File: src/rtl/mcm_pkg.sv
// Shared types for the miss concurrency monitor.
// Assumes: allocate and free are single-cycle pulses, at most one of each per cycle.
package mcm_pkg;

    typedef enum logic [1:0] {
        OCC_HOLD,
        OCC_UP,
        OCC_DOWN,
        OCC_REJECT
    } occ_op_e;

    // Maps one cycle's allocate/free pair to a change of the live count.
    function automatic occ_op_e occ_decode(input logic alloc,
                                           input logic free,
                                           input logic at_zero,
                                           input logic at_full);
        if (alloc == free) return OCC_HOLD;
        if (alloc)         return at_full ? OCC_REJECT : OCC_UP;
        return at_zero ? OCC_REJECT : OCC_DOWN;
    endfunction

endpackage

File: src/rtl/mcm_occ_tracker.sv
// Live miss-entry count, bounded to [0, DEPTH].
// Assumes: one allocate and one free pulse at most per cycle. An event that would
// leave the bound is dropped and flagged on reject_o in the same cycle.
module mcm_occ_tracker
    import mcm_pkg::*;
#(
    parameter int DEPTH = 20,
    localparam int OW   = $clog2(DEPTH + 1)
) (
    input  logic          clk,
    input  logic          rst_n,
    input  logic          alloc_i,
    input  logic          free_i,
    output logic [OW-1:0] occ_o,
    output logic          busy_o,
    output logic          reject_o
);

    localparam logic [OW-1:0] FULL = OW'(DEPTH);

    logic [OW-1:0] occ_q;
    occ_op_e       op;

    // Classify this cycle's event pair against the current count.
    always_comb op = occ_decode(alloc_i, free_i, occ_q == '0, occ_q == FULL);

    // Apply the classified change to the live count.
    always_ff @(posedge clk) begin
        if (!rst_n) begin
            occ_q <= '0;
        end else begin
            case (op)
                OCC_UP:   occ_q <= occ_q + 1'b1;
                OCC_DOWN: occ_q <= occ_q - 1'b1;
                default:  occ_q <= occ_q;
            endcase
        end
    end

    assign occ_o    = occ_q;
    assign busy_o   = (occ_q != '0);
    assign reject_o = (op == OCC_REJECT);

    assert_occ_bound_R5: assert property (@(posedge clk) disable iff (!rst_n)
        occ_q <= FULL);

    assert_full_alloc_dropped_R5: assert property (@(posedge clk) disable iff (!rst_n)
        (alloc_i && !free_i && occ_q == FULL) |=> occ_q == FULL);

    assert_empty_free_dropped_R6: assert property (@(posedge clk) disable iff (!rst_n)
        (free_i && !alloc_i && occ_q == '0) |=> occ_q == '0);

    assert_pair_holds_R4: assert property (@(posedge clk) disable iff (!rst_n)
        (alloc_i && free_i) |=> $stable(occ_q));

endmodule

File: src/rtl/mcm_sat_accum.sv
// Saturating accumulator: adds inc_i on each enabled cycle and holds at all ones.
// Assumes: IW <= W. A clear takes precedence over an enabled add.
module mcm_sat_accum #(
    parameter int W  = 48,
    parameter int IW = 1
) (
    input  logic          clk,
    input  logic          rst_n,
    input  logic          clr_i,
    input  logic          en_i,
    input  logic [IW-1:0] inc_i,
    output logic [W-1:0]  val_o
);

    logic [W-1:0] val_q;
    logic [W:0]   sum;

    // Sum with one carry bit, used to detect the overflow that saturates.
    always_comb sum = {1'b0, val_q} + (W + 1)'(inc_i);

    // Register the cleared, saturated or held value.
    always_ff @(posedge clk) begin
        if (!rst_n)        val_q <= '0;
        else if (clr_i)    val_q <= '0;
        else if (en_i)     val_q <= sum[W] ? '1 : sum[W-1:0];
    end

    assign val_o = val_q;

    assert_no_wrap_R8: assert property (@(posedge clk) disable iff (!rst_n)
        !clr_i |=> val_q >= $past(val_q));

    assert_clear_zero_R9: assert property (@(posedge clk) disable iff (!rst_n)
        clr_i |=> val_q == '0);

endmodule

File: src/rtl/miss_conc_monitor.sv
// Last-level miss concurrency monitor.
// Counts DRAM accesses, cycles with a non-empty miss table, and the live-entry
// count summed over those cycles. Software divides the counters.
// Assumes: pulse inputs are synchronous to clk. Outputs are registered.
module miss_conc_monitor #(
    parameter int  MSHR_DEPTH = 20,
    parameter int  CNT_W      = 48,
    localparam int OCC_W      = $clog2(MSHR_DEPTH + 1),
    localparam int ACC_W      = CNT_W + OCC_W
) (
    input  logic             clk,
    input  logic             rst_n,
    input  logic             clr_i,
    input  logic             dram_issue_i,
    input  logic             alloc_i,
    input  logic             free_i,
    output logic [CNT_W-1:0] dram_cnt_o,
    output logic [CNT_W-1:0] busy_cyc_o,
    output logic [ACC_W-1:0] occ_sum_o,
    output logic [OCC_W-1:0] occ_o,
    output logic             err_o
);

    logic busy;
    logic reject;
    logic err_q;

    mcm_occ_tracker #(.DEPTH(MSHR_DEPTH)) u_occ (
        .clk      (clk),
        .rst_n    (rst_n),
        .alloc_i  (alloc_i),
        .free_i   (free_i),
        .occ_o    (occ_o),
        .busy_o   (busy),
        .reject_o (reject)
    );

    mcm_sat_accum #(.W(CNT_W), .IW(1)) u_dram_cnt (
        .clk   (clk),
        .rst_n (rst_n),
        .clr_i (clr_i),
        .en_i  (dram_issue_i),
        .inc_i (1'b1),
        .val_o (dram_cnt_o)
    );

    mcm_sat_accum #(.W(CNT_W), .IW(1)) u_busy_cnt (
        .clk   (clk),
        .rst_n (rst_n),
        .clr_i (clr_i),
        .en_i  (busy),
        .inc_i (1'b1),
        .val_o (busy_cyc_o)
    );

    mcm_sat_accum #(.W(ACC_W), .IW(OCC_W)) u_occ_sum (
        .clk   (clk),
        .rst_n (rst_n),
        .clr_i (clr_i),
        .en_i  (busy),
        .inc_i (occ_o),
        .val_o (occ_sum_o)
    );

    // Sticky error flag for dropped events. A clear wins over a same-cycle reject.
    always_ff @(posedge clk) begin
        if (!rst_n)      err_q <= 1'b0;
        else if (clr_i)  err_q <= 1'b0;
        else if (reject) err_q <= 1'b1;
    end

    assign err_o = err_q;

    assert_err_sticky_R6: assert property (@(posedge clk) disable iff (!rst_n)
        (err_q && !clr_i) |=> err_q);

    assert_dram_step_R2: assert property (@(posedge clk) disable iff (!rst_n)
        (!clr_i && dram_issue_i && dram_cnt_o != '1) |=> dram_cnt_o == $past(dram_cnt_o) + 1'b1);

    assert_idle_not_busy_R3: assert property (@(posedge clk) disable iff (!rst_n)
        (!clr_i && occ_o == '0) |=> $stable(busy_cyc_o) && $stable(occ_sum_o));

    assert_busy_counts_R3: assert property (@(posedge clk) disable iff (!rst_n)
        (!clr_i && occ_o != '0 && busy_cyc_o != '1) |=> busy_cyc_o == $past(busy_cyc_o) + 1'b1);

endmodule

File: config.mk
export PLATFORM = sky130hd
export DESIGN_NAME = miss_conc_monitor
export DESIGN_NICKNAME = d
export VERILOG_FILES = /design/src/rtl/mcm_pkg.sv /design/src/rtl/mcm_occ_tracker.sv /design/src/rtl/mcm_sat_accum.sv /design/src/rtl/miss_conc_monitor.sv
export SDC_FILE = /design/constraint.sdc
export NUM_CORES = 1
export LEC_CHECK = 0
export ABC_CLOCK_PERIOD_IN_PS = 5430
export BUFFER_PORTS_ARGS = -buffer_cell sky130_fd_sc_hd__buf_2
export CORE_ASPECT_RATIO = 0.6
export CORE_UTILIZATION = 45
export DETAILED_ROUTE_END_ITERATION = 10
export GPL_ROUTABILITY_DRIVEN = 0
export GPL_TIMING_DRIVEN = 0
export PLACE_DENSITY_LB_ADDON = 0.2
export RECOVER_POWER = 50
export SYNTH_ARGS = -nofsm -noshare
export SYNTH_HDL_FRONTEND = slang
export SYNTH_SLANG_ARGS = --single-unit
File: constraint.sdc
create_clock -name clk -period 5.43 [get_ports clk]
set_clock_uncertainty 0.2 [all_clocks]
set_input_delay 0.8145 -clock clk [delete_from_list [all_inputs] [get_ports clk]]
set_output_delay 0.8145 -clock clk [all_outputs]
set_load 0.02 [all_outputs]
After elaboration in Yosys (flattened, before gate mapping)
Index checks and enable logic that the tools add are counted.
{"block": "totals", "ff_bits": 155, "output_inout_bits": 155, "wordCells": 33}
{"block": "classes", "add_sub_neg": 5, "n_eq_ne": 5, "mux": 13, "bitwise_logic": 1, "n_reduce_logical": 4}
{"op": "48-bit by 1-bit adder with 49-bit output (second input constant)", "count": 2}
{"op": "48-bit two-way mux", "count": 2}
{"op": "53-bit by 5-bit adder with 54-bit output", "count": 1}
{"op": "53-bit two-way mux", "count": 1}
{"op": "2-bit two-way mux", "count": 5}
{"op": "5-bit case mux with 2 select lines", "count": 1}
{"op": "5-bit by 1-bit adder with 5-bit output (second input constant)", "count": 1}
{"op": "5-bit == test (second input constant)", "count": 1}
{"op": "5-bit zero test", "count": 1}
{"op": "5-bit nonzero test", "count": 1}
{"op": "5-bit by 1-bit subtractor with 5-bit output (second input constant)", "count": 1}
{"op": "2-bit == test (second input constant)", "count": 2}
{"op": "1-bit two-way mux", "count": 4}
{"op": "2-bit by 1-bit == test with 1-bit output (second input constant)", "count": 1}
{"op": "2-bit nonzero test", "count": 1}
{"op": "2-bit OR reduction", "count": 1}
{"op": "1-bit == test", "count": 1}
{"op": "1-bit inverter", "count": 1}

Depth between registers and ports, before layout
Gate-level depths: netlist of the first run.
{"block": "logic_depth", "depth_word": 7, "depth_mapped": 14}

Modules after synthesis
From an unflattened synthesis of the first run, not the netlist that was laid out.
{"block": "unflattened", "hier_cells": 919, "hier_area_um2": 8445.6}
{"mod": "mcm_sat_accum (u_busy_cnt ...)", "n_inst": 2, "cells_per_inst": 277, "area_each_um2": 2606.2, "seq_area_each_um2": 960.9}
{"mod": "mcm_sat_accum (u_occ_sum)", "n_inst": 1, "cells_per_inst": 318, "area_each_um2": 2803.9, "seq_area_each_um2": 1061.0}
{"mod": "mcm_occ_tracker", "n_inst": 1, "cells_per_inst": 43, "area_each_um2": 389.1, "seq_area_each_um2": 100.1}
{"mod": "miss_conc_monitor", "n_inst": 1, "cells_per_inst": 4, "area_each_um2": 40.0, "seq_area_each_um2": 20.0}

Worst setup path after synthesis of the first run
Ideal clock, no wire load.
{"block": "synth_path", "path_kind": "input to register", "from": "input free_i", "to": "register u_occ.occ_q[4] (netlist: u_occ.occ_o[4])", "arrival_ns": 2.696, "required_time_ns": 5.115, "setup_slack_ns": 2.419, "path_stages": 11, "path_buffers": 1, "cell_sequence": "nor2b_1 > a31o_2 > inv_1 > ha_1 > clkbuf_1 > xor2_1 > ha_1 > o211a_1 > o311ai_0 > xnor2_1 > and2_1"}
{"block": "synth_via", "elab_chain_cells": 5, "elab_cells_between_ends": 7, "cone_classes": "eq/ne (3); mux (3); reduce/logical (1)"}
{"item": "start, declared", "line_no": "miss_conc_monitor.sv:16", "text": "input logic free_i,"}
{"item": "1-bit == test (*)", "line_no": "mcm_pkg.sv:17", "text": "if (alloc == free) return OCC_HOLD;"}
{"item": "1-bit two-way mux (*)", "line_no": "mcm_pkg.sv:17"}
{"item": "2-bit two-way mux (*)", "line_no": "mcm_pkg.sv:18", "text": "if (alloc) return at_full ? OCC_REJECT : OCC_UP;"}
{"item": "2-bit == test / 2-bit by 1-bit == test with 1-bit output (equally long branches)", "line_no": "mcm_occ_tracker.sv:32", "text": "case (op)"}
{"item": "5-bit case mux with 2 select lines / 2-bit nonzero test (equally long branches)"}
{"item": "end signal, assigned", "line_no": "mcm_occ_tracker.sv:33", "text": "OCC_UP: occ_q <= occ_q + 1'b1;"}
{"item": "end signal, assigned", "line_no": "mcm_occ_tracker.sv:34", "text": "OCC_DOWN: occ_q <= occ_q - 1'b1;"}
{"item": "end signal, assigned", "line_no": "mcm_occ_tracker.sv:35", "text": "default: occ_q <= occ_q;"}
{"item": "end, declared", "line_no": "mcm_occ_tracker.sv:21", "text": "logic [OW-1:0] occ_q;"}
Every way passes the cells marked *; elsewhere a longest branch is shown, timed or not.
A chain may end at the register's enable or synchronous reset.

Final worst setup path of the first run
{"block": "layout_path", "from": "register u_occ.occ_q[3] (netlist: u_occ.occ_o[3])", "to": "register u_occ_sum.val_q[36] (netlist: u_occ_sum.val_o[36])"}
{"block": "layout_via", "elab_chain_cells": 2, "elab_cells_between_ends": 3, "cone_classes": "add/sub (1); mux (1); reduce/logical (1)"}
{"item": "53-bit by 5-bit adder with 54-bit output", "line_no": "mcm_sat_accum.sv:19", "text": "always_comb sum = {1'b0, val_q} + (W + 1)'(inc_i);"}
{"item": "53-bit two-way mux", "line_no": "mcm_sat_accum.sv:25", "text": "else if (en_i) val_q <= sum[W] ? '1 : sum[W-1:0];"}
{"item": "end signal, assigned", "line_no": "mcm_sat_accum.sv:25"}
{"item": "end, declared", "line_no": "mcm_sat_accum.sv:15", "text": "logic [W-1:0] val_q;"}
Parallel ways exist; a longest one is shown, timed or not.

==> run_results.csv, run 1 <==
group,metric,value,unit
min_path,min_path_type,"register to register",
worst_setup_path,cp.arrival,3470,ps
detailed_routing,dr_total_vias,7139,
yosys,synth_edf_count,0,
pwr,power_frac_comb,8.7,%
detailed_routing,routed_wl,20700,um
cts,clkTransAtPathRegs,60,ps
detailed_routing,ant_nets,0,
pwr,finalPower,2.77,mW
yosys,synth_top_area_cell,"dfxtp_1",
detailed_routing,via_per_inst,5.37,
final_layout,layout_commonest_cell,"clkbuf_1",
final_layout,drive_gt1_share,5.81,%
yosys,yosys.area.top_type_share,40.5,%
yosys,avgSynthCellArea,8.42,um2
yosys,ys_ff_latch,155,
timing,period_minus_slack,3330,ps
yosys,synth_nets,929,
timing,relSlewSlack,46.0,%
pwr,p_seq_share,42.5,%
worst_setup_path,ff2ff_path_depth,8,
worst_setup_path,startpoint_type,"register",
timing,rsz0062_at_grt,"false",
die,die_h,103,um
timing,drv_slew,0,
placement,port_buffers,160,
pwr,p_sw,0.669,mW
timing,fin_tns_setup,0,ps
grt,gr-total-overflow,0,
run,cap_violations,0,
timing,fin_crit_sh,61.3,%
worst_setup_path,timing.rr.end,"u_occ_sum.val_o[36]$_SDFFE_PP0N_",
cts,postCtsSetupBuffers,0,
worst_setup_path,endpoint,"u_occ_sum.val_o[36]$_SDFFE_PP0N_",
worst_setup_path,cp_max_fo,10,
cts,cts_root_buf,"clkbuf_16",
pwr,p_int,2.10,mW
cts,cts_sinks,155,
worst_setup_path,required,5570,ps
timing,fin_ws,2100,ps
timing,setup_violations,0,
worst_setup_path,reg2reg_slack,2100,ps
detailed_routing,drc,0,
yosys,netlist_area,0.00766,mm2
final_layout,syn_to_final_growth,20.4,%
final_layout,final_cell_mix,"188 x clkbuf_1, 155 x dfxtp_1, 109 x a21oi_1",
grt,grt_use_total,23.8,%
die,io-pin-count,161,
worst_setup_path,worstSetupStartpoint,"u_occ.occ_o[3]$_SDFFE_PN0P_",
final_layout,fillers,1607,
cts,cts_tree,"yes",
pwr,p_leak,2.87,nW
die,die_w,170,um
yosys,async_flop_share,0,%
cts,cts_max_level,4,
timing,tightest_slew,809,ps
cts,insertion_delay,430,ps
cts,cts.path.max_buffers,2,
detailed_routing,wl_per_cell,15.5,um
yosys,syn_inst,910,
detailed_routing,drtIter0Drc,584,
detailed_routing,dr.pass1.iters,7,
die,rows,36,
cts,cts_resized,0,
placement,post-dp-hpwl,15000,um
yosys,synthTopCellsByArea,"dfxtp_1 40%, xnor2_1 8.8%, a21oi_1 7.1%",
die,die-area,0.0176,mm2
pwr,max-vdd-ir-drop,0.000194,V
pwr,clkPwrFrac,48.8,%
worst_setup_path,worstSetupEndpointType,"register",
final_layout,nets,1108,
yosys,synth_cell_type_count,56,
status,status,"finished, final reports clean",
worst_setup_path,critical_path_class,"register to register",
timing,hold_viol,0,
die,core_area,0.0164,mm2
grt,grt_max_degree,17,
worst_setup_path,r2r-start,"u_occ.occ_o[3]$_SDFFE_PN0P_",
die,floorplan.initialDensity,46.6,%
grt,grt_pass1_vias,6208,
grt,grt_first_pass_wirelength,32600,um
grt,antenna_found_initial,1,
timing,max_freq,301,MHz
cts,hold_buffers,0,
yosys,yosys_warnings,0,
cts,cts_buffers,17,
pwr,power_density,300,mW/mm2
pwr,switching_share,24.1,%
yosys,synth_seq_area_share,40.5,%
placement,place_ws,2110,ps
yosys,synthFlopType,"dfxtp_1",
-- through the flow --
stage / area, um2 / instances / util [%] / hold WS, ps
after global routing: 9230 / 1329 / 56.1 / 323
after detailed placement: 8750 / 1298 / 53.2 / 259
after CTS: 9420 / 1329 / 57.3 / 276
after floorplan: 7660 / 910 / - / 349
final: 9230 / 1330 / 56.1 / 274
after global placement: 8750 / 1298 / 53.2 / 252
-- flip-flops by register name, indices dropped and copies added, names as in the netlist --
name              cells
u_occ.occ_o           5
u_dram_cnt.val_o     48
u_busy_cnt.val_o     48
u_occ_sum.val_o      53
err_o                 1
-- layout make-up --
cell class / count / area (um2) / share of cell area [%]
inverters: 29 / 109 / 1.18
multi-input cells: 680 / 4220 / 45.8
repair buffers: 160 / 608 / 6.59
well taps: 228 / 285 / 3.09
clock inverters: 9 / 184 / 1.99
diodes: 1 / 2.50 / 0.0271
clock buffers: 22 / 484 / 5.25
flip-flops and latches: 155 / 3100 / 33.6
plain buffers: 46 / 229 / 2.48
-- worst max-delay path, stage by stage (launching register included) --
cell and delay [ps]:
dfxtp_1 380, ha_1 380, o21ai_0 140, o21ai_0 520, and3_1 280, clkbuf_1 440, nand3_1 410, clkbuf_1 340
o21ai_0 150
-- worst min path at each step --
stage | from | cells past startpoint | slack (ps) | endpoint
3_3_place_gp | err_o$_SDFFE_PP0N_ | 2 | 250 | err_o$_SDFFE_PP0N_
5_1_grt | err_o$_SDFFE_PP0N_ | 2 | 320 | err_o$_SDFFE_PP0N_
6_report | err_o$_SDFFE_PP0N_ | 2 | 270 | err_o$_SDFFE_PP0N_
4_1_cts | err_o$_SDFFE_PP0N_ | 2 | 280 | err_o$_SDFFE_PP0N_
2_1_floorplan | u_dram_cnt.val_o[20]$_SDFFE_PP0P_ | 1 | 350 | u_dram_cnt.val_o[20]$_SDFFE_PP0P_
3_5_place_dp | err_o$_SDFFE_PP0N_ | 2 | 260 | err_o$_SDFFE_PP0N_
-- kinds of logic (layout without fill, tap and decap cells) --
family	Yosys count	in the layout	share of synthesized area [%]
flops	155	155	40.5
mux	4	4	0.522
compound gates	188	188	13.8
xor+xnor	132	132	15.1
fa+ha+maj	13	13	2.22
simple gates	343	343	23.5
buf+inv	75	266	4.41
other cells	0	1	0
-- per-layer routing --
metal	part of all wire, %	track usage [%]	wire, um
met5	0	0	0
met4	1.1	7.28	225
met3	6.8	5.22	1410
met2	39	32.9	8090
met1	53	36.1	11000
-- cells in the mapped netlist (all sizes together), types with 3 or more instances --
master	instances
nand4	41
o21ai	41
nand2	64
and3	22
nor2b	6
nor3	39
o221a	3
or2	6
ha	12
or3	3
a31oi	5
a21o	3
xnor2	77
nor4	10
inv	29
or4	4
and2	12
nand3	54
dfxtp	155
a21oi	110
clkbuf	33
buf	13
mux2i	4
and4	10
xor2	55
nor2	62
nand2b	4
a211oi	11
-- power groups by stage --
stage / clock network, mW / logic (mW) / registers [mW]
2_1_floorplan: 0 / 0.151 / 1.22
3_3_place_gp: 0 / 0.240 / 1.20
3_5_place_dp: 0 / 0.244 / 1.20
4_1_cts: 1.37 / 0.245 / 1.18
5_1_grt: 1.42 / 0.272 / 1.18
6_report: 1.35 / 0.241 / 1.18
Power figures use the tool's default switching activity.
==> run 2: changes to the inputs <==
ABC_CLOCK_PERIOD_IN_PS = 3050   (was 5430)
clock period = 3.05 ns   (was 5.43 ns; I/O delays follow)
==> run 2 against run 1 <==
Net effect: clock-buffer cell count stayed put; non-clock buffer count stayed put; sequential power is 78% higher; highest routed layer unchanged.
==> run_results.csv, run 2 (synthesis gave the netlist of run 1 again) <==
group,metric,value,unit
grt,grt_use_total,23.8,%
cts,cts_buffers,17,
final_layout,drive_gt1_share,6.81,%
grt,grt_max_degree,17,
final_layout,final_cells,1330,
worst_setup_path,cp_slowest_cell,"a2111oi_1",
timing,drv_slew,0,
timing,rsz0062_at_grt,"false",
grt,antenna_found_initial,1,
pwr,clkPwrFrac,48.7,%
worst_setup_path,path_buf_inv,0,
die,core_area,0.0164,mm2
timing,tightest_slew,812,ps
cts,cts.path.max_buffers,2,
detailed_routing,via_per_inst,5.33,
worst_setup_path,required,3220,ps
timing,max_freq,349,MHz
detailed_routing,routed_wl,20700,um
status,status,"finished, final reports clean",
detailed_routing,drc,0,
timing,setup_violations,0,
worst_setup_path,crit_family,"compound AO/OA/AOI/OAI gates",
die,die-area,0.0176,mm2
placement,place_ws,-149,ps
final_layout,syn_to_final_growth,20.8,%
worst_setup_path,startpoint_type,"register",
die,die_w,170,um
timing,fin_crit_sh,93.9,%
worst_setup_path,crit_top_cell,"nand4_1",
final_layout,largest_register_ffs,53,
worst_setup_path,worstSetupEndpointType,"register",
detailed_routing,ant_nets,0,
grt,grt_pass1_vias,6201,
detailed_routing,drtIter0Drc,561,
final_layout,nets,1108,
pwr,p_leak,2.89,nW
timing,hold_viol,0,
detailed_routing,dr_total_vias,7090,
placement,post-dp-hpwl,15000,um
detailed_routing,wl_per_cell,15.6,um
pwr,power_frac_comb,8.9,%
worst_setup_path,cp_cell_sequence,"nand4_1 > nor3_1 > nand4_1 > a2111oi_1 > o221a_2",
final_layout,area.sequential,0.00310,mm2
final_layout,fillers,1607,
timing,relSlewSlack,45.7,%
worst_setup_path,critPathMaxStageDelay,780,ps
die,io-pin-count,161,
cts,cts_max_level,4,
cts,cts_tree,"yes",
detailed_routing,dr.pass1.iters,5,
timing,fin_ws,187,ps
final_layout,final_cell_mix,"182 x clkbuf_1, 154 x dfxtp_1, 108 x a21oi_1",
worst_setup_path,reg2reg_slack,190,ps
grt,grt_first_pass_wirelength,32500,um
pwr,max-vdd-ir-drop,0.000345,V
placement,dpl.cell_count,1298,
timing,period_minus_slack,2860,ps
die,die_h,103,um
cts,cts_root_buf,"clkbuf_16",
pwr,switching_share,24.3,%
cts,cts_sinks,155,
cts,insertion_delay,430,ps
pwr,p_sw,1.20,mW
cts,clkTransAtPathRegs,60,ps
die,rows,36,
pwr,p_seq_share,42.4,%
pwr,p_int,3.75,mW
final_layout,multi_input_area,0.00425,mm2
run,cap_violations,0,
grt,gr-total-overflow,0,
worst_setup_path,critical_path_class,"register to register",
worst_setup_path,cp.arrival,3030,ps
placement,port_buffers,160,
final_layout,layout_commonest_cell,"clkbuf_1",
worst_setup_path,cp_max_fo,6,
pwr,power_density,535,mW/mm2
min_path,min_path_type,"primary input to register",
die,floorplan.initialDensity,46.6,%
## run 2: final cells by class
class / count / share of cell area (%)
Sequential cell: 155 / 33.5
Clock buffer: 22 / 5.23
Tap cell: 228 / 3.08
Antenna cell: 1 / 0.0270
Buffer: 45 / 2.49
Timing Repair Buffer: 161 / 6.66
Clock inverter: 9 / 1.99
Multi-Input combinational cell: 680 / 45.8
Inverter: 29 / 1.18
## run 2: metrics by stage
stage / utilization, % / hold WS [ps] / area [um2] / power [mW] / setup TNS [ps]
6_report: 56.3 / 104 / 9260 / 4.95 / 0
5_1_grt: 56.3 / 129 / 9260 / 5.12 / 0
4_1_cts: 57.4 / 94.7 / 9430 / 4.98 / 0
3_5_place_dp: 53.2 / 259 / 8750 / 2.57 / -2070
3_3_place_gp: 53.2 / 252 / 8750 / 2.57 / -1430
2_1_floorplan: - / 349 / 7660 / 2.44 / 0
## run 2: path summary, 6_finish.rpt
kind | start | to | depth (start not counted)
hold / removal | dram_issue_i | u_dram_cnt.val_o[1]$_SDFFE_PP0P_ | 2
setup / recovery | u_occ_sum.val_o[28]$_SDFFE_PP0N_ | u_occ_sum.val_o[2]$_SDFFE_PP0N_ | 5
hold reg to reg | err_o$_SDFFE_PP0N_ | err_o$_SDFFE_PP0N_ | 2
setup reg to reg | u_occ_sum.val_o[28]$_SDFFE_PP0N_ | u_occ_sum.val_o[2]$_SDFFE_PP0N_ | 5
## run 2: per-layer routing
metal / share of wire [%] / track usage [%] / routed length, um
met5: 0 / 0 / 0
met4: 1.1 / 7.28 / 226
met3: 6.3 / 5.22 / 1300
met2: 39 / 32.9 / 8090
met1: 54 / 36.0 / 11100
## run 2: power by group through the flow
| stage | Sequential, mW | Combinational, mW | Clock (mW) |
|---|---|---|---|
| floorplan | 2.17 | 0.269 | 0 |
| global placement | 2.14 | 0.427 | 0 |
| detailed placement | 2.14 | 0.434 | 0 |
| CTS | 2.10 | 0.445 | 2.43 |
| global route | 2.10 | 0.494 | 2.53 |
| finish | 2.10 | 0.441 | 2.41 |
## run 2: what timing repair did
| item | 4_1_cts | 5_1_grt |
|---|---|---|
| resized for setup | 5 | 9 |
| setup endpoints to repair | 21 | 26 |
| pin swaps | 0 | 1 |
| hold buffers | 0 | 0 |
| setup buffers | 0 | 1 |
==> run 3: changes to the inputs <==
CELL_PAD_IN_SITES_DETAIL_PLACEMENT = 1   (was not set)
CELL_PAD_IN_SITES_GLOBAL_PLACEMENT = 1   (was not set)
CORE_UTILIZATION = 37   (was 45)
==> run 3 against run 2 <==
Net effect: sequential share of layout area fell by 0.22 points; combinational power rose by 9.8%; cell count rose by 3.5%; first-iteration DRC count fell by 41%; die area rose by 21%; clock-buffer cell count rose by 2; sequential power barely moved; register-to-register slack got worse by 50 ps; critical path depth rose by 3; final area rose by 0.68%; critical endpoint is now u_occ_sum.val_o[25]$_SDFFE_PP0N_; largest cell class unchanged; largest power group unchanged.
==> run_results.csv, run 3 (synthesis gave the netlist of run 1 again) <==
group,metric,value,unit
status,status,"finished, final reports clean",
cts,clkTransAtPathRegs,60,ps
worst_setup_path,critical_path_class,"register to register",
final_layout,syn_to_final_growth,21.6,%
worst_setup_path,cp_slowest_cell,"a211oi_1",
final_layout,area.sequential,0.00310,mm2
timing,drv_slew,0,
min_path,min_path_type,"primary input to register",
pwr,power_density,524,mW/mm2
timing,hold_viol,0,
final_layout,drive_gt1_share,7.43,%
placement,post-dp-hpwl,17700,um
run,cap_violations,0,
timing,holdWs,109,ps
placement,port_buffers,160,
detailed_routing,ant_nets,0,
timing,fin_tns_setup,0,ps
pwr,finalPower,4.89,mW
detailed_routing,dr_total_vias,7273,
final_layout,fillers,2523,
detailed_routing,dr.pass1.iters,5,
placement,dpl.cell_count,1343,
worst_setup_path,cp_max_fo,10,
grt,grt_first_pass_wirelength,39100,um
pwr,p_leak,2.90,nW
placement,place_ws,-291,ps
die,io-pin-count,161,
grt,gr-total-overflow,0,
cts,cts_buffers,17,
cts,insertion_delay,430,ps
worst_setup_path,worstSetupEndpointType,"register",
cts,cts_tree,"yes",
die,rows,40,
die,die_w,188,um
worst_setup_path,critPathMaxStageDelay,430,ps
final_layout,multi_input_area,0.00427,mm2
final_layout,final_cells,1376,
timing,relSlewSlack,50.5,%
worst_setup_path,required,3140,ps
final_layout,utilization,46.2,%
die,die_h,113,um
worst_setup_path,startpoint_type,"register",
final_layout,final_cell_mix,"180 x clkbuf_1, 154 x dfxtp_1, 108 x a21oi_1",
cts,cts_max_level,4,
grt,antenna_found_initial,0,
grt,grt_max_degree,17,
final_layout,layout_commonest_cell,"clkbuf_1",
final_layout,num_antenna_cells,0,
timing,fin_crit_sh,95.5,%
detailed_routing,drc,0,
detailed_routing,via_per_inst,5.29,
final_layout,final_cell_area,0.00932,mm2
worst_setup_path,cp_cell_sequence,"ha_1 > a211oi_1 > o21ai_1 > and3_1 > clkbuf_2 > nand3_2 > buf_1 > o21ai_0",
placement,place_area,0.00881,mm2
cts,cts.path.max_buffers,2,
timing,fin_ws,138,ps
cts,hold_buffers,0,
die,floorplan.initialDensity,38.0,%
grt,grt_use_total,23.2,%
worst_setup_path,cp.arrival,3000,ps
die,die-area,0.0213,mm2
final_layout,largest_register_ffs,53,
detailed_routing,routed_wl,24300,um
timing,tightest_slew,742,ps
die,core_area,0.0202,mm2
cts,cts_root_buf,"clkbuf_16",
timing,max_freq,343,MHz
grt,grt_pass1_vias,7076,
detailed_routing,drtIter0Drc,329,
cts,cts_sinks,155,
final_layout,nets,1111,
timing,period_minus_slack,2910,ps
pwr,max-vdd-ir-drop,0.000376,V
timing,setup_violations,0,
detailed_routing,wl_per_cell,17.6,um
[run 3: routing by layer]
layer | track usage [%] | part of all wire (%) | up-vias
met5 | 0 | 0 | -
met4 | 6.34 | 1.1 | 0
met3 | 4.98 | 3.8 | 18
met2 | 33.7 | 42 | 135
met1 | 34.2 | 53 | 3546
li1 | - | - | 3574
[run 3: critical path: cells and delay by family, from the launching register on]
kind / cells / cell delay [ps]
compound gates: 3 / 840
fa+ha+maj: 1 / 320
buf+inv: 2 / 590
flops: 1 / 350
simple gates: 2 / 470
[run 3: path summary, 6_finish.rpt]
| path | startpoint | endpoint | slack [ps] | cells past startpoint |
|---|---|---|---|---|
| max | u_occ_sum.val_o[1]$_SDFFE_PP0N_ | u_occ_sum.val_o[25]$_SDFFE_PP0N_ | 140 | 8 |
| min | dram_issue_i | u_dram_cnt.val_o[0]$_SDFFE_PP0P_ | 110 | 2 |
| max reg2reg | u_occ_sum.val_o[1]$_SDFFE_PP0N_ | u_occ_sum.val_o[25]$_SDFFE_PP0N_ | 140 | 8 |
| min reg2reg | err_o$_SDFFE_PP0N_ | err_o$_SDFFE_PP0N_ | 290 | 2 |
[run 3: area by class of cell]
class | instances | area share, %
multi-input combinational | 680 | 45.8
sequential | 155 | 33.3
timing repair buffer | 163 | 6.79
clock buffer | 24 | 5.60
tap | 273 | 3.66
buffer | 46 | 2.51
inverter | 29 | 1.17
clock inverter | 6 | 1.15
[run 3: where the power goes]
part | internal, mW | switching, mW | leakage [nW]
Combinational | 0.167 | 0.317 | 1.34
Sequential | 2.06 | 0.0463 | 1.25
Clock | 1.43 | 0.869 | 0.310
[run 3: what timing repair did]
| item | CTS | global route |
|---|---|---|
| cloned | 0 | 0 |
| endpoints found under the setup margin | 32 | 28 |
| buffers inserted | 1 | 2 |
| pin swaps | 1 | 1 |
| resized for setup | 10 | 11 |
